## config.mk

```make
export PLATFORM = sky130hd
export DESIGN_NAME = disp_timing_gen
export DESIGN_NICKNAME = d
export VERILOG_FILES = /design/src/rtl/dt_pkg.sv /design/src/rtl/dt_cfg_shadow.sv /design/src/rtl/dt_phase_seq.sv /design/src/rtl/disp_timing_gen.sv
export SDC_FILE = /design/constraint.sdc
export NUM_CORES = 1
export LEC_CHECK = 0
export CELL_PAD_IN_SITES_DETAIL_PLACEMENT = 0
export CELL_PAD_IN_SITES_GLOBAL_PLACEMENT = 1
export CORE_UTILIZATION = 44
export CTS_BUF_LIST = sky130_fd_sc_hd__clkbuf_2
export CTS_CLUSTER_DIAMETER = 60
export DETAILED_ROUTE_END_ITERATION = 8
export GPL_ROUTABILITY_DRIVEN = 0
export PLACE_DENSITY = 0.95
export RECOVER_POWER = 100
export SETUP_SLACK_MARGIN = 0.2
export SYNTH_ARGS = -nofsm -noshare
export SYNTH_HDL_FRONTEND = slang
export SYNTH_SLANG_ARGS = --single-unit
```

## constraint.sdc

```tcl
create_clock -name clk -period 8.8 [get_ports clk]
set_clock_uncertainty 0.05 [all_clocks]
set_input_delay 1.32 -clock clk [delete_from_list [all_inputs] [get_ports clk]]
set_output_delay 1.32 -clock clk [all_outputs]
set_load 0.05 [all_outputs]
```

## src/rtl/dt_pkg.sv

```systemverilog
package dt_pkg;
    typedef enum logic [1:0] {
        PH_ACTIVE = 2'd0,
        PH_FRONT  = 2'd1,
        PH_SYNC   = 2'd2,
        PH_BACK   = 2'd3
    } phase_e;

    typedef enum logic {
        ST_IDLE = 1'b0,
        ST_SCAN = 1'b1
    } run_e;

    localparam int POL_HS = 0;
    localparam int POL_VS = 1;
    localparam int POL_DE = 2;
    localparam int POL_DATA = 3;
endpackage

```

## src/rtl/dt_cfg_shadow.sv

```systemverilog
module dt_cfg_shadow #(
    parameter int W = 8
) (
    input  logic         clk,
    input  logic         rst_n,
    input  logic         load,
    input  logic [W-1:0] d,
    output logic [W-1:0] q
);
    always_ff @(posedge clk or negedge rst_n) begin
        if (!rst_n)    q <= '0;
        else if (load) q <= d;
    end
endmodule

```

## src/rtl/dt_phase_seq.sv

```systemverilog
module dt_phase_seq
    import dt_pkg::*;
#(
    parameter int W = 12
) (
    input  logic         clk,
    input  logic         rst_n,
    input  logic         clr,
    input  logic         step,
    input  logic [W-1:0] len_act,
    input  logic [W-1:0] len_fp,
    input  logic [W-1:0] len_sync,
    input  logic [W-1:0] len_bp,
    output phase_e       phase,
    output logic [W-1:0] cnt,
    output logic         wrap
);
    localparam logic [W-1:0] ONE = W'(1);

    phase_e       ph_q, ph_d;
    logic [W-1:0] cnt_q, cnt_d;
    logic [W-1:0] cur_len;
    logic         at_end;

    always_ff @(posedge clk or negedge rst_n) begin
        if (!rst_n) begin
            ph_q  <= PH_ACTIVE;
            cnt_q <= '0;
        end else begin
            ph_q  <= ph_d;
            cnt_q <= cnt_d;
        end
    end

    always_comb begin
        unique case (ph_q)
            PH_ACTIVE: cur_len = len_act;
            PH_FRONT:  cur_len = len_fp;
            PH_SYNC:   cur_len = len_sync;
            PH_BACK:   cur_len = len_bp;
        endcase
        at_end = (cnt_q == cur_len);
        ph_d   = ph_q;
        cnt_d  = cnt_q;
        if (clr) begin
            ph_d  = PH_ACTIVE;
            cnt_d = '0;
        end else if (step) begin
            if (at_end) begin
                cnt_d = '0;
                unique case (ph_q)
                    PH_ACTIVE: ph_d = PH_FRONT;
                    PH_FRONT:  ph_d = PH_SYNC;
                    PH_SYNC:   ph_d = PH_BACK;
                    PH_BACK:   ph_d = PH_ACTIVE;
                endcase
            end else begin
                cnt_d = cnt_q + ONE;
            end
        end
        wrap = step && !clr && (ph_q == PH_BACK) && at_end;
    end

    assign phase = ph_q;
    assign cnt   = cnt_q;
endmodule

```

## src/rtl/disp_timing_gen.sv

```systemverilog
module disp_timing_gen
    import dt_pkg::*;
#(
    parameter int HW    = 12,
    parameter int VW    = 12,
    parameter int PIX_W = 24
) (
    input  logic             clk,
    input  logic             rst_n,
    input  logic             cfg_run,
    input  logic [HW-1:0]    cfg_h_act,
    input  logic [HW-1:0]    cfg_h_fp,
    input  logic [HW-1:0]    cfg_h_sync,
    input  logic [HW-1:0]    cfg_h_bp,
    input  logic [VW-1:0]    cfg_v_act,
    input  logic [VW-1:0]    cfg_v_fp,
    input  logic [VW-1:0]    cfg_v_sync,
    input  logic [VW-1:0]    cfg_v_bp,
    input  logic [3:0]       cfg_pol,
    input  logic [PIX_W-1:0] pix_i,
    output logic             hsync_o,
    output logic             vsync_o,
    output logic             de_o,
    output logic [PIX_W-1:0] pix_o,
    output logic             vblank_o,
    output logic [HW-1:0]    px_x,
    output logic [VW-1:0]    ln_y
);
    localparam int CFG_W = 4 * HW + 4 * VW + 4;

    run_e st_q, st_d;
    logic scan;

    logic [CFG_W-1:0] sh;
    logic [HW-1:0]    sh_h_act, sh_h_fp, sh_h_sync, sh_h_bp;
    logic [VW-1:0]    sh_v_act, sh_v_fp, sh_v_sync, sh_v_bp;
    logic [3:0]       sh_pol;
    logic             sh_load;

    phase_e        h_ph, v_ph;
    logic [HW-1:0] h_cnt;
    logic [VW-1:0] v_cnt;
    logic          h_wrap, v_wrap;

    logic hs_raw, vs_raw, de_raw;

    // Control FSM: state register
    always_ff @(posedge clk or negedge rst_n) begin
        if (!rst_n) st_q <= ST_IDLE;
        else        st_q <= st_d;
    end

    // Control FSM: launch / halt transitions
    always_comb begin
        st_d = st_q;
        unique case (st_q)
            ST_IDLE: if (cfg_run)  st_d = ST_SCAN;
            ST_SCAN: if (!cfg_run) st_d = ST_IDLE;
        endcase
    end

    assign scan    = (st_q == ST_SCAN);
    assign sh_load = !scan || v_wrap;

    dt_cfg_shadow #(.W(CFG_W)) u_shadow (
        .clk   (clk),
        .rst_n (rst_n),
        .load  (sh_load),
        .d     ({cfg_h_act, cfg_h_fp, cfg_h_sync, cfg_h_bp,
                 cfg_v_act, cfg_v_fp, cfg_v_sync, cfg_v_bp, cfg_pol}),
        .q     (sh)
    );

    assign {sh_h_act, sh_h_fp, sh_h_sync, sh_h_bp,
            sh_v_act, sh_v_fp, sh_v_sync, sh_v_bp, sh_pol} = sh;

    dt_phase_seq #(.W(HW)) u_hseq (
        .clk      (clk),
        .rst_n    (rst_n),
        .clr      (!scan),
        .step     (scan),
        .len_act  (sh_h_act),
        .len_fp   (sh_h_fp),
        .len_sync (sh_h_sync),
        .len_bp   (sh_h_bp),
        .phase    (h_ph),
        .cnt      (h_cnt),
        .wrap     (h_wrap)
    );

    dt_phase_seq #(.W(VW)) u_vseq (
        .clk      (clk),
        .rst_n    (rst_n),
        .clr      (!scan),
        .step     (h_wrap),
        .len_act  (sh_v_act),
        .len_fp   (sh_v_fp),
        .len_sync (sh_v_sync),
        .len_bp   (sh_v_bp),
        .phase    (v_ph),
        .cnt      (v_cnt),
        .wrap     (v_wrap)
    );

    // Output decode
    always_comb begin
        hs_raw   = scan && (h_ph == PH_SYNC);
        vs_raw   = scan && (v_ph == PH_SYNC);
        de_raw   = scan && (h_ph == PH_ACTIVE) && (v_ph == PH_ACTIVE);
        hsync_o  = sh_pol[POL_HS] ? hs_raw : !hs_raw;
        vsync_o  = sh_pol[POL_VS] ? vs_raw : !vs_raw;
        de_o     = sh_pol[POL_DE] ? de_raw : !de_raw;
        pix_o    = de_raw ? pix_i : '0;
        if (!sh_pol[POL_DATA]) pix_o = ~pix_o;
        vblank_o = h_wrap && (v_ph == PH_ACTIVE) && (v_cnt == sh_v_act);
        px_x     = de_raw ? h_cnt : '0;
        ln_y     = de_raw ? v_cnt : '0;
    end
endmodule

```

Yosys cells after proc, flatten, opt, wreduce, memory -nomap -nowiden
Index checks and enable logic that the tools add are counted.

Logic and storage cells: 62. Register bits: 129. Input port bits: 127. Output and inout port bits: 52.

Bitwise operators: 1. Equal/unequal tests: 12. Reductions and logical operators: 19. Add/sub/neg operators: 2. Multiplexer cells: 22.

Operator list (number): one-hot mux 12 bit (4 select lines) (2); two-way mux 12 bit (7); two-way mux 24 bit (2); equality test 12 bit (3); adder 12 x 1 -> 12 bit (second input constant) (2); NOT 24 bit (1); one-hot mux 2 bit (4 select lines) (2); logical AND 1 bit (11); two-way mux 2 bit (5); equality test 2 bit (second input constant) (4); != test 2 x 1 -> 1 bit (second input constant) (3); equality test 2 x 1 -> 1 bit (second input constant) (2); zero test 1 bit (4); zero test 2 bit (2); two-way mux 1 bit (4); AND reduction 2 bit (1); logical OR 1 bit (1).

Logic depth before layout (Yosys ltp)
Gate-level depths: netlist of the first run.

Depth in word-level cells: 8. Gate-level depth with buffers: 13.

By module
A second synthesis of the first run with hierarchy kept.

Cell total of the unflattened synthesis: 589. Area, all modules: 7440.9 µm².

By module, submodules not included: dt_cfg_shadow (cells an instance 211, area an instance 4215.3 µm², times used 1); dt_phase_seq (cells an instance 132, area an instance 1214.9 µm², times used 2); disp_timing_gen (cells an instance 114, area an instance 795.8 µm², times used 1).

Worst setup path after synthesis of the first run
OpenSTA, ideal clock, no wires.

Path type: register to output. Start: register u_hseq.ph_q[0], in the netlist u_hseq.phase[0]. End: output port vblank_o. Path slack: 4.427 ns. Arrival: 3.003 ns. Buffers on the path: 1. Cell stages (with the launch flop): 10. Path through: dfrtp_1 inv_1 ha_1 buf_6 a222oi_1 mux2i_1 xor2_1 nor4_2 nand4_1 nor3_1.

Cells in the longest elaborated chain, start to end: 6.

RTL lines: start: declaration (RTL line dt_phase_seq.sv:20) `phase_e ph_q, ph_d;`; start signal: assignment (RTL line dt_phase_seq.sv:30) `ph_q <= ph_d;`; equality test 2 bit (tied with other cells) (RTL line dt_phase_seq.sv:36, dt_phase_seq.sv:61); one-hot mux 12 bit (4 select lines) (RTL line dt_phase_seq.sv:36) `unique case (ph_q)`; equality test 12 bit (RTL line dt_phase_seq.sv:42) `at_end = (cnt_q == cur_len);`; logical AND 1 bit * (RTL line dt_phase_seq.sv:61) `wrap = step && !clr && (ph_q == PH_BACK) && at_end;`; logical AND 1 bit * (2 in a row) (RTL line disp_timing_gen.sv:115) `vblank_o = h_wrap && (v_ph == PH_ACTIVE) && (v_cnt == sh_v_act);`; end: declaration (RTL line disp_timing_gen.sv:25) `output logic vblank_o,`.

Mark *: on every way between the ends. The rest lies on a longest branch, timed or not.

Worst setup path after layout of the first run
Start: register u_vseq.ph_q[0], in the netlist u_vseq.phase[0]. End: register u_shadow.q[83].

Cells in the longest elaborated chain, start to end: 5.

RTL lines: start: declaration (RTL line dt_phase_seq.sv:20); start signal: assignment (RTL line dt_phase_seq.sv:30); equality test 2 bit (tied with other cells) (RTL line dt_phase_seq.sv:36, dt_phase_seq.sv:61); one-hot mux 12 bit (4 select lines) (RTL line dt_phase_seq.sv:36); equality test 12 bit (RTL line dt_phase_seq.sv:42); logical AND 1 bit * (RTL line dt_phase_seq.sv:61); logical OR 1 bit * (RTL line disp_timing_gen.sv:63) `assign sh_load = !scan || v_wrap;`; end signal: assignment (RTL line dt_cfg_shadow.sv:11) `if (!rst_n) q <= '0;`; end signal: assignment (RTL line dt_cfg_shadow.sv:12) `else if (load) q <= d;`; end: declaration (RTL line dt_cfg_shadow.sv:8) `output logic [W-1:0] q`.

Marks and branches as above. A chain may end at the register's enable or synchronous reset.

==> results of run 1 <==
cells by family (layout without fill, tap and decap cells):
family | Yosys count | count (layout) | share of synthesized area [%]
xor gates and xnor gates | 74 | 74 | 8.71
buffers and inverters | 79 | 252 | 6.77
AOI/OAI and AO/OA | 51 | 51 | 6.47
muxes | 125 | 125 | 23.5
adders and majority gates | 12 | 12 | 2.02
DFF | 129 | 129 | 43.4
and+or+nand+nor | 127 | 127 | 9.14
routing by layer:
| metal | vias to the layer above | wire (µm) |
|---|---|---|
| met4 | 0 | 399 |
| met1 | 2570 | 7340 |
| li1 | 2429 | - |
| met5 | - | 0 |
| met2 | 210 | 8590 |
| met3 | 30 | 1020 |
sequential cells by signal, indices dropped and copies added (netlist names):
| name | cells |
|---|---|
| u_shadow.q | 100 |
| u_hseq.cnt | 12 |
| u_vseq.cnt | 12 |
| u_hseq.phase | 2 |
| u_vseq.phase | 2 |
| scan | 1 |
cell usage after synthesis (4+ instances only):
library cell | number | share of area, %
a21o_1 | 5 | 0.50
a222oi_1 | 24 | 3.2
a41o_1 | 7 | 0.94
and2_1 | 24 | 2.0
and3_1 | 11 | 0.92
buf_12 | 11 | 3.0
buf_2 | 5 | 0.34
clkbuf_1 | 22 | 1.1
dfrtp_1 | 129 | 43
ha_1 | 12 | 2.0
inv_1 | 38 | 1.9
mux2_4 | 100 | 20
mux2i_1 | 25 | 3.4
nand2_1 | 32 | 1.6
nand3_1 | 17 | 1.1
nand4_1 | 7 | 0.59
nor2_1 | 16 | 0.81
nor3_1 | 4 | 0.27
o32ai_1 | 7 | 0.82
or3_1 | 6 | 0.50
xnor2_1 | 21 | 2.5
xor2_1 | 53 | 6.2
critical path: cells and delay by family (launching register included):
kind,cells,cell delay (ns)
AO/OA/AOI/OAI,2,0.68
XOR/XNOR,1,0.19
adder cells (fa/ha/maj),1,0.41
buffers and inverters,3,1.95
flip-flops,1,0.44
multiplexers,2,0.58
AND/OR/NAND/NOR,2,1.75
area by class of cell:
type / count / area (µm²) / share of cell area, %
well taps: 220 / 275 / 3.04
repair buffers: 182 / 1800 / 19.9
inverters: 38 / 143 / 1.58
flip-flops and latches: 129 / 3230 / 35.7
clock inverters: 14 / 188 / 2.07
multi-input cells: 389 / 3330 / 36.8
clock buffers: 18 / 90.1 / 0.995
path summary, 6_finish.rpt:
path	endpoint	slack (ns)	cells after the start
min in group asynchronous	u_shadow.q[38]	1.39	1
setup reg to reg	u_shadow.q[83]	2.61	11
max in group asynchronous	u_hseq.cnt[11]	5.11	2
setup / recovery	u_shadow.q[83]	2.61	11
hold reg to reg	u_shadow.q[88]	0.47	1
hold / removal	u_shadow.q[88]	0.47	1
per-stage QoR:
stage / power (mW) / worst slack (ns) / hold slack (ns) / area, µm²
2_1_floorplan: 0.895 / 4.43 / 0.431 / 7440
3_3_place_gp: 1.01 / 4.25 / 0.445 / 9170
3_5_place_dp: 1.03 / 4.11 / 0.445 / 9170
4_1_cts: 1.45 / 3.25 / 0.489 / 9450
5_1_grt: 1.44 / 2.11 / 0.491 / 9050
6_report: 1.38 / 2.61 / 0.470 / 9050
power breakdown:
group / leakage, nW / internal (mW) / switching, mW
sequential: 1.57 / 0.640 / 0.0420
clock: 0.160 / 0.188 / 0.237
combinational: 2.38 / 0.128 / 0.148
total: 4.11 / 0.956 / 0.427
==> run summary, run 1 <==
Outcome - complete, but fails checks
Failing checks - max-capacitance violations, max-slew violations
Crit path DAT - 6.73 ns
CTS root buffer - clkbuf_2
Final cell count without fillers - 990
Seq/Total Area, Yosys - 43.4%
DRT Wirelength - 17,400 µm
P&R area growth vs syn - 21.6%
Total grt overflow - 0
Width of the die - 132 µm
Synthesized area per cell - 12.5 µm²
Synth warn - 0
Net Count, Synth - 736
Post-route clock period utilization - 70.3%
Filler Cells Inserted - 1,441
DRT Pass-1 Iters - 7
CTS H-tree depth - 4
Fin util - 54.8%
Post-CTS Hold Fix Bufs - 0
Fin. max-slew vios - 123
CTS Buf Count - 17
Met1 usage - 25.7%
Synthesized flop and latch total - 129
Critical path class - reg -> reg
Worst flop-to-flop path startpoint - u_vseq.phase[0]
Synthesized area - 0.00744 mm²
CTS tree - done
Max Fanout on Critical Path - 51
Largest net degree at the start of global routing - 79
Commonest non-fill, non-tap cells in the layout - dfrtp_1, clkdlybuf4s50_1, mux2_1
Yosys cell types - 34
Post-synth ARST share - 100%
Ant. Diodes - 0
Fin nets - 896
Skew-Pair Late Insertion Delay - 0.72 ns
Initial antenna violation count - 0
Leakage power - 4.11 nW
DPL Wire Length - 12,600 µm
Period minus WS final - 6.19 ns
Clock sink count - 129
Core ar. - 0.0165 mm²
Die Ht - 132 µm
Slew margin rel. - -86.2%
Max Root-Sink Buffers - 2
FP Rows - 47
CP required - 9.34 ns
Die area - 0.0174 mm²
Setup Fix Bufs, Post-CTS - 0
CP max stage cell - nor3_1
Crit-path cells - inv_1, ha_1, a222oi_1, mux2i_1, xnor2_1, nand4_1, nor3_1, a41oi_4, clkbuf_1, buf_4, mux2_1
Crit path from - u_vseq.phase[0]
Crit. End Element - flip-flop
Worst Tran Pin Value - 2.79 ns
Final setup fails - 0
Initial DRC count - 408
Max cap viols - 3
Routed Antenna Nets - 0
Via Count - 5,239
RSZ-0062 raised after global routing - no
PortBufs - 178
Vias in the first global route - 5,596
IO Pins - 179
Commonest non-fill, non-tap cell in the layout - dfrtp_1
Synth Flop Type - dfrtp_1
Met2 usage - 35.0%
Detail-routed net length per standard cell - 17.5 µm
GRT Total Usage - 20.8%
Worst setup SP type - flip-flop
Worst IR Drop VDD - 0.107 mV
Hold Startpoint - u_shadow.q[88]
Number of synthesized flops with an enable pin - 0
Hold Path Class - reg -> reg
Global route hottest layer - met2
Effective utilization at floorplan - 45.1%
Vias per cell - 5.29
Final hold vios - 0
Largest stage delay on the critical path - 1.62 ns
Cells after Synth - 597
Pwr/cell area - 153 mW/mm²
Post-cts repair resize count - 0
Dpl cells - 958
Met3 usage - 4.96%
# DRC - 0
Share of cells above drive strength 1 - 5.06%
Fmax - 162 MHz
Setup TNS - 0 ns
First-pass GRT wire length - 28,500 µm
CTS clk-pin slew, worst paths - 0.20 ns
(Power assumes the default switching activity.)
==> run 2, diff against run 1 <==
CORE_UTILIZATION = 37   (was 44)
PLACE_DENSITY = 0.87   (was 0.95)
clock period = 5.5 ns   (was 8.8 ns; I/O delays follow)
==> run 2 against run 1 <==
  * Die area rose by 19%
  * Setup slack got worse by 2.0 ns
  * Core utilization fell by 8.0 points
  * Highest routed layer unchanged
  * Register-to-register slack got worse by 1.9 ns
  * Routed wire length rose by 3.7%
  * Cell count rose by 4.5%
  * Largest cell class unchanged
  * Largest power group unchanged
  * The run still ends with max-capacitance violations, max-slew violations left
  * Final area rose by 1.2%
  * Critical path type is now reg -> out
==> run summary, run 2 (synthesized netlist as in run 1, its figures left out) <==
Setup Fix Bufs, Post-CTS - 0 (unchanged)
CTS root buffer - clkbuf_2 (unchanged)
Dpl cells - 1,003 (was 958)
CP required - 4.62 ns (was 9.34 ns)
Outcome - complete, but fails checks (unchanged)
Largest Register - u_shadow.q (unchanged)
PortBufs - 178 (unchanged)
Commonest non-fill, non-tap cells in the layout - dfrtp_1, clkdlybuf4s50_1, mux2_1 (unchanged)
Worst IR Drop VDD - 0.111 mV (was 0.107 mV)
Max Root-Sink Buffers - 2 (unchanged)
Largest net degree at the start of global routing - 80 (was 79)
First-pass GRT wire length - 28,300 µm (was 28,500 µm)
Failing checks - max-capacitance violations, max-slew violations (unchanged)
Die Ht - 144 µm (was 132 µm)
Hold Path Cell Cnt - 1 (unchanged)
GRT Total Usage - 18.3% (was 20.8%)
CTS H-tree depth - 4 (unchanged)
Initial DRC count - 409 (was 408)
CP endpoint - vblank_o (was u_shadow.q[83])
Pwr/cell area - 250 mW/mm² (was 153 mW/mm²)
Leakage power - 4.12 nW (was 4.11 nW)
Final setup fails - 0 (unchanged)
Effective utilization at floorplan - 38.0% (was 45.1%)
Sw Pwr - 0.673 mW (was 0.427 mW)
Share of cells above drive strength 1 - 5.20% (was 5.06%)
Slew margin rel. - -169% (was -86.2%)
WHS - 0.470 ns (about the same)
DPL Wire Length - 13,200 µm (was 12,600 µm)
Routed Antenna Nets - 0 (unchanged)
Sequential Power Share - 47.6% (was 49.3%)
Total grt overflow - 0 (unchanged)
Fin. max-slew vios - 98 (was 123)
RSZ-0062 raised after global routing - no (unchanged)
Max cap viols - 2 (was 3)
Vias in the first global route - 5,032 (was 5,596)
IO Pins - 179 (unchanged)
Vias per cell - 4.98 (was 5.29)
Skew-Pair Late Insertion Delay - 0.72 ns (about the same)
Clock sink count - 129 (unchanged)
Reg2Reg Depth - 10 (was 11)
Max Fanout on Critical Path - 13 (was 51)
Commonest non-fill, non-tap cell in the layout - dfrtp_1 (unchanged)
Setup TNS - 0 ns (unchanged)
Worst Tran Pin Value - 4.03 ns (was 2.79 ns)
Max FFs per register - 100 (unchanged)
Via Count - 5,154 (was 5,239)
Crit path DAT - 4.05 ns (was 6.73 ns)
Final cell count without fillers - 1,035 (was 990)
Worst flop-to-flop path startpoint - u_vseq.phase[0] (unchanged)
Crit. End Element - primary output (was flip-flop)
Die area - 0.0207 mm² (was 0.0174 mm²)
CTS clk-pin slew, worst paths - 0.19 ns (was 0.20 ns)
Core ar. - 0.0196 mm² (was 0.0165 mm²)
# DRC - 0 (unchanged)
Initial antenna violation count - 1 (was 0)
Period minus WS final - 4.93 ns
Fmax - 203 MHz
DRT Pass-1 Iters - 6 (was 7)
P_int - 1.62 mW (was 0.956 mW)
Crit path from - u_hseq.phase[0] (was u_vseq.phase[0])
Final hold vios - 0 (unchanged)
Fin nets - 896 (unchanged)
R2r setup slk - 0.67 ns (was 2.61 ns)
Critical path class - reg -> out (was reg -> reg)
DRT Wirelength - 18,000 µm (was 17,400 µm)
Worst r2r dst - u_shadow.q[87] (was u_shadow.q[83])
Post-route clock period utilization - 89.6%
Sw frac - 29.4% (was 30.9%)
Combinational Power Share - 19.2% (was 20.0%)
CTS tree - done (unchanged)
Clk network pwr share - 33.1% (was 30.7%)
CTS Buf Count - 17 (unchanged)
FP Rows - 51 (was 47)
Detail-routed net length per standard cell - 17.4 µm (was 17.5 µm)
Width of the die - 144 µm (was 132 µm)
P&R area growth vs syn - 23.0% (was 21.6%)
Worst setup SP type - flip-flop (unchanged)
Hold Path Class - reg -> reg (unchanged)
run 2: cell count changes in the layout (fill, tap and decap cells not counted):
cell / previous run / this run
mux2_1: 98 / 97
bufinv_16: 4 / 6
buf_4: 3 / 2
inv_6: 2 / 1
buf_6: 0 / 1
clkinv_4: 2 / 3
clkdlybuf4s50_1: 124 / 125
clkinv_2: 2 / 0
diode_2: 0 / 1
dlygate4sd3_1: 53 / 51
mux2_4: 2 / 3
run 2: area by class of cell:
type                       instances  area [µm²]
fill                            1878       10400
clock buffer                      17        85.1
inverter                          38         143
timing repair buffer             182        1800
sequential                       129        3230
clock inverter                    14         238
antenna                            1        2.50
tap                              265         332
multi-input combinational        389        3330
run 2: what timing repair did:
action	in CTS	in global routing
endpoints found under the setup margin	0	1
hold buffers	0	0
resized for setup	0	1
run 2: metal layers:
| metal | track usage, % | share of wire [%] |
|---|---|---|
| met5 | 0 | 0 |
| met4 | 6.66 | 1.5 |
| met3 | 3.73 | 6.9 |
| met2 | 27.6 | 45 |
| met1 | 25.8 | 47 |
run 2: how the worst min path moves through the flow:
stage	start	endpoint	slack [ns]
after floorplan	u_shadow.q[28]	u_shadow.q[28]	0.43
after global placement	u_shadow.q[17]	u_shadow.q[17]	0.44
after detailed placement	u_shadow.q[18]	u_shadow.q[18]	0.44
after CTS	rst_n	u_shadow.q[93]	0.03
after global routing	u_shadow.q[89]	u_shadow.q[89]	0.49
final	u_shadow.q[91]	u_shadow.q[91]	0.47
run 2: worst max-delay path, stage by stage (launching register included):
cell,delay (ns)
dfrtp_1,0.46
inv_1,0.10
ha_1,0.38
a222oi_1,0.45
mux2i_1,0.14
xor2_1,0.17
nor4_1,0.52
nand4_1,0.28
nor3_1,0.32
clkbuf_1,0.52
run 2: power groups by stage:
| stage | clock (mW) | sequential (mW) | combinational, mW |
|---|---|---|---|
| 2_1_floorplan | 0 | 1.08 | 0.355 |
| 3_3_place_gp | 0 | 1.11 | 0.523 |
| 5_1_grt | 0.820 | 1.10 | 0.475 |
| 4_1_cts | 0.777 | 1.09 | 0.530 |
| 3_5_place_dp | 0 | 1.11 | 0.529 |
| 6_report | 0.759 | 1.09 | 0.441 |
run 2: per-stage QoR:
step	cell area (µm²)	total power, mW	utilization (%)	worst slack [ns]
after floorplan	7440	1.43	-	1.62
after global placement	9240	1.63	47.2	1.25
after detailed placement	9240	1.64	47.2	1.14
after CTS	9560	2.40	48.8	0.295
after global routing	9160	2.40	46.8	0.359
final	9160	2.29	46.8	0.571
==> run 3, diff against run 2 <==
CORE_UTILIZATION = 25   (was 37)
PLACE_DENSITY = 0.65   (was 0.87)
==> run 3 against run 2 <==
  * The flow still finishes with violations (max-capacitance violations, max-slew violations)
  * Clock-buffer cell count stayed put
  * Non-clock buffer count increased by 2
  * Combinational power grew 3%
  * Setup slack improved by 0.0059 ns
  * Highest routed layer unchanged
  * Routed wire length is 9.9% higher
  * Via count down 0.68%
  * First-iteration DRC count fell by 10%
  * Total power fell by 6.9%
  * Cell count increased by 12%
  * Register-to-register slack improved by 0.38 ns
==> run summary, run 3 (synthesized netlist as in run 1, its figures left out) <==
Setup Fix Bufs, Post-CTS - 0 (unchanged)
P&R area growth vs syn - 24.3% (was 23.0%)
First-pass GRT wire length - 31,400 µm (was 28,300 µm)
CTS tree - done (unchanged)
Sw frac - 33.8% (was 29.4%)
Initial antenna violation count - 1 (unchanged)
Hold Path Class - reg -> reg (unchanged)
Largest net degree at the start of global routing - 86 (was 80)
Core ar. - 0.0290 mm² (was 0.0196 mm²)
Max FFs per register - 100 (unchanged)
Sequential Power Share - 50.9% (was 47.6%)
Multi-input logic area - 0.00335 mm² (was 0.00333 mm²)
Share of cells above drive strength 1 - 6.09% (was 5.20%)
Place WS - 1.02 ns (was 1.14 ns)
Total power - 2.13 mW (was 2.29 mW)
GRT Total Usage - 13.4% (was 18.3%)
CTS root buffer - clkbuf_2 (unchanged)
CP required - 4.62 ns (about the same)
Crit. End Element - primary output (unchanged)
Clock sink count - 129 (unchanged)
Worst IR Drop VDD - 0.0886 mV (was 0.111 mV)
Vias in the first global route - 5,355 (was 5,032)
Fmax - 203 MHz (about the same)
Commonest non-fill, non-tap cells in the layout - dfrtp_1, clkdlybuf4s50_1, mux2_1 (unchanged)
# DRC - 0 (unchanged)
PortBufs - 178 (unchanged)
Post-route clock period utilization - 89.5% (was 89.6%)
Routed Antenna Nets - 0 (unchanged)
Total grt overflow - 0 (unchanged)
Post-CTS Hold Fix Bufs - 0 (unchanged)
Skew-Pair Late Insertion Delay - 0.73 ns (was 0.72 ns)
Fin nets - 898 (was 896)
Filler Cells Inserted - 3,056 (was 1,878)
Largest stage delay on the critical path - 0.52 ns (about the same)
Pwr/cell area - 230 mW/mm² (was 250 mW/mm²)
Final hold vios - 0 (unchanged)
Slew margin rel. - -206% (was -169%)
Period minus WS final - 4.92 ns (was 4.93 ns)
P_int - 1.41 mW (was 1.62 mW)
Crit-path cells - inv_1, ha_1, a222oi_1, mux2i_1, xor2_1, nor4_1, nand4_1, nor3_1, dlymetal6s2s_1 (was inv_1, ha_1, a222oi_1, mux2i_1, xor2_1, nor4_1, nand4_1, nor3_1, clkbuf_1)
CTS clk-pin slew, worst paths - 0.22 ns (was 0.19 ns)
Detail-routed net length per standard cell - 17.1 µm (was 17.4 µm)
Die area - 0.0305 mm² (was 0.0207 mm²)
Hold Path Cell Cnt - 1 (unchanged)
Leakage power - 4.13 nW (was 4.12 nW)
Critical path class - reg -> out (unchanged)
Max cap viols - 3 (was 2)
Max Fanout on Critical Path - 13 (unchanged)
Fin. max-slew vios - 188 (was 98)
Clk network pwr share - 27.8% (was 33.1%)
Max Root-Sink Buffers - 2 (unchanged)
Failing checks - max-capacitance violations, max-slew violations (unchanged)
IO Pins - 179 (unchanged)
Outcome - complete, but fails checks (unchanged)
Sequential cell area - 0.00323 mm² (unchanged)
RSZ-0062 raised after global routing - no (unchanged)
Vias per cell - 4.42 (was 4.98)
CTS H-tree depth - 4 (unchanged)
Largest Register - u_shadow.q (unchanged)
Sw Pwr - 0.721 mW (was 0.673 mW)
Worst setup SP type - flip-flop (unchanged)
Reg2Reg Depth - 10 (unchanged)
Commonest non-fill, non-tap cell in the layout - dfrtp_1 (unchanged)
Effective utilization at floorplan - 25.7% (was 38.0%)
DPL Wire Length - 14,400 µm (was 13,200 µm)
Combinational Power Share - 21.3% (was 19.2%)
CP max stage cell - nor4_1 (unchanged)
Die Ht - 175 µm (was 144 µm)
Via Count - 5,119 (was 5,154)
Width of the die - 175 µm (was 144 µm)
DRT Pass-1 Iters - 5 (was 6)
DRT Wirelength - 19,800 µm (was 18,000 µm)
FP Rows - 62 (was 51)
Setup TNS - 0 ns (unchanged)
Worst setup margin - 0.577 ns (was 0.571 ns)
Worst Tran Pin Value - 4.58 ns (was 4.03 ns)
Crit path DAT - 4.05 ns (about the same)
CTS Buf Count - 17 (unchanged)
Final setup fails - 0 (unchanged)
Initial DRC count - 367 (was 409)
run 3: cell types whose count changed in the layout (fill, tap and decap cells not counted), moves of 2 or more:
| cell | delta |
|---|---|
| mux2_1 | -2 |
| clkinv_1 | -2 |
| mux2_4 | +2 |
| inv_6 | +6 |
| bufinv_16 | -5 |
run 3: power groups by stage:
stage / registers [mW] / logic (mW) / clock network (mW)
finish: 1.08 / 0.455 / 0.593
global route: 1.10 / 0.491 / 0.669
CTS: 1.09 / 0.543 / 0.620
detailed placement: 1.10 / 0.542 / 0
global placement: 1.10 / 0.540 / 0
floorplan: 1.08 / 0.355 / 0
run 3: layout make-up:
| cell class | count | area share [%] |
|---|---|---|
| inverters | 38 | 1.54 |
| multi-input cells | 389 | 36.2 |
| flip-flops and latches | 129 | 34.9 |
| repair buffers | 184 | 19.6 |
| clock inverters | 15 | 1.60 |
| well taps | 384 | 5.19 |
| clock buffers | 17 | 0.920 |
| diodes | 1 | 0.0271 |
run 3: per-layer routing:
layer / routed length, µm / GRT usage [%]
met1: 10100 / 19.6
met2: 8510 / 20.0
met3: 958 / 2.41
met4: 247 / 4.24
met5: 0 / 0
run 3: path summary, 6_finish.rpt:
path | start | end | slack, ns
setup / recovery | u_hseq.phase[0] | vblank_o | 0.58
hold / removal | u_shadow.q[36] | u_shadow.q[36] | 0.48
setup reg to reg | u_vseq.phase[0] | u_shadow.q[57] | 1.05
hold reg to reg | u_shadow.q[36] | u_shadow.q[36] | 0.48
max in group asynchronous | rst_n | u_shadow.q[95] | 1.21
min in group asynchronous | rst_n | u_shadow.q[87] | 1.67
run 3: repair_timing:
item,CTS,global route
endpoints found under the setup margin,0,1
gates resized for setup,0,1
endpoints found under the hold margin,0,0
run 3: metrics by stage:
stage / utilization, % / std cells / hold slack [ns] / instance area [µm²]
after floorplan: - / 597 / 0.431 / 7440
after global placement: 32.4 / 1124 / 0.445 / 9400
after detailed placement: 32.4 / 1124 / 0.441 / 9400
after CTS: 33.2 / 1156 / 0.0328 / 9640
after global routing: 31.9 / 1157 / 0.489 / 9250
final: 31.9 / 1157 / 0.480 / 9250
run 3: critical path, delay by kind of cell, from the launching register on:
kind            cells  cell delay, ns
fa+ha+maj           1            0.38
buf+inv             2            0.58
xor+xnor            1            0.17
simple gates        3            1.16
compound gates      1            0.45
flops               1            0.46
mux                 1            0.15
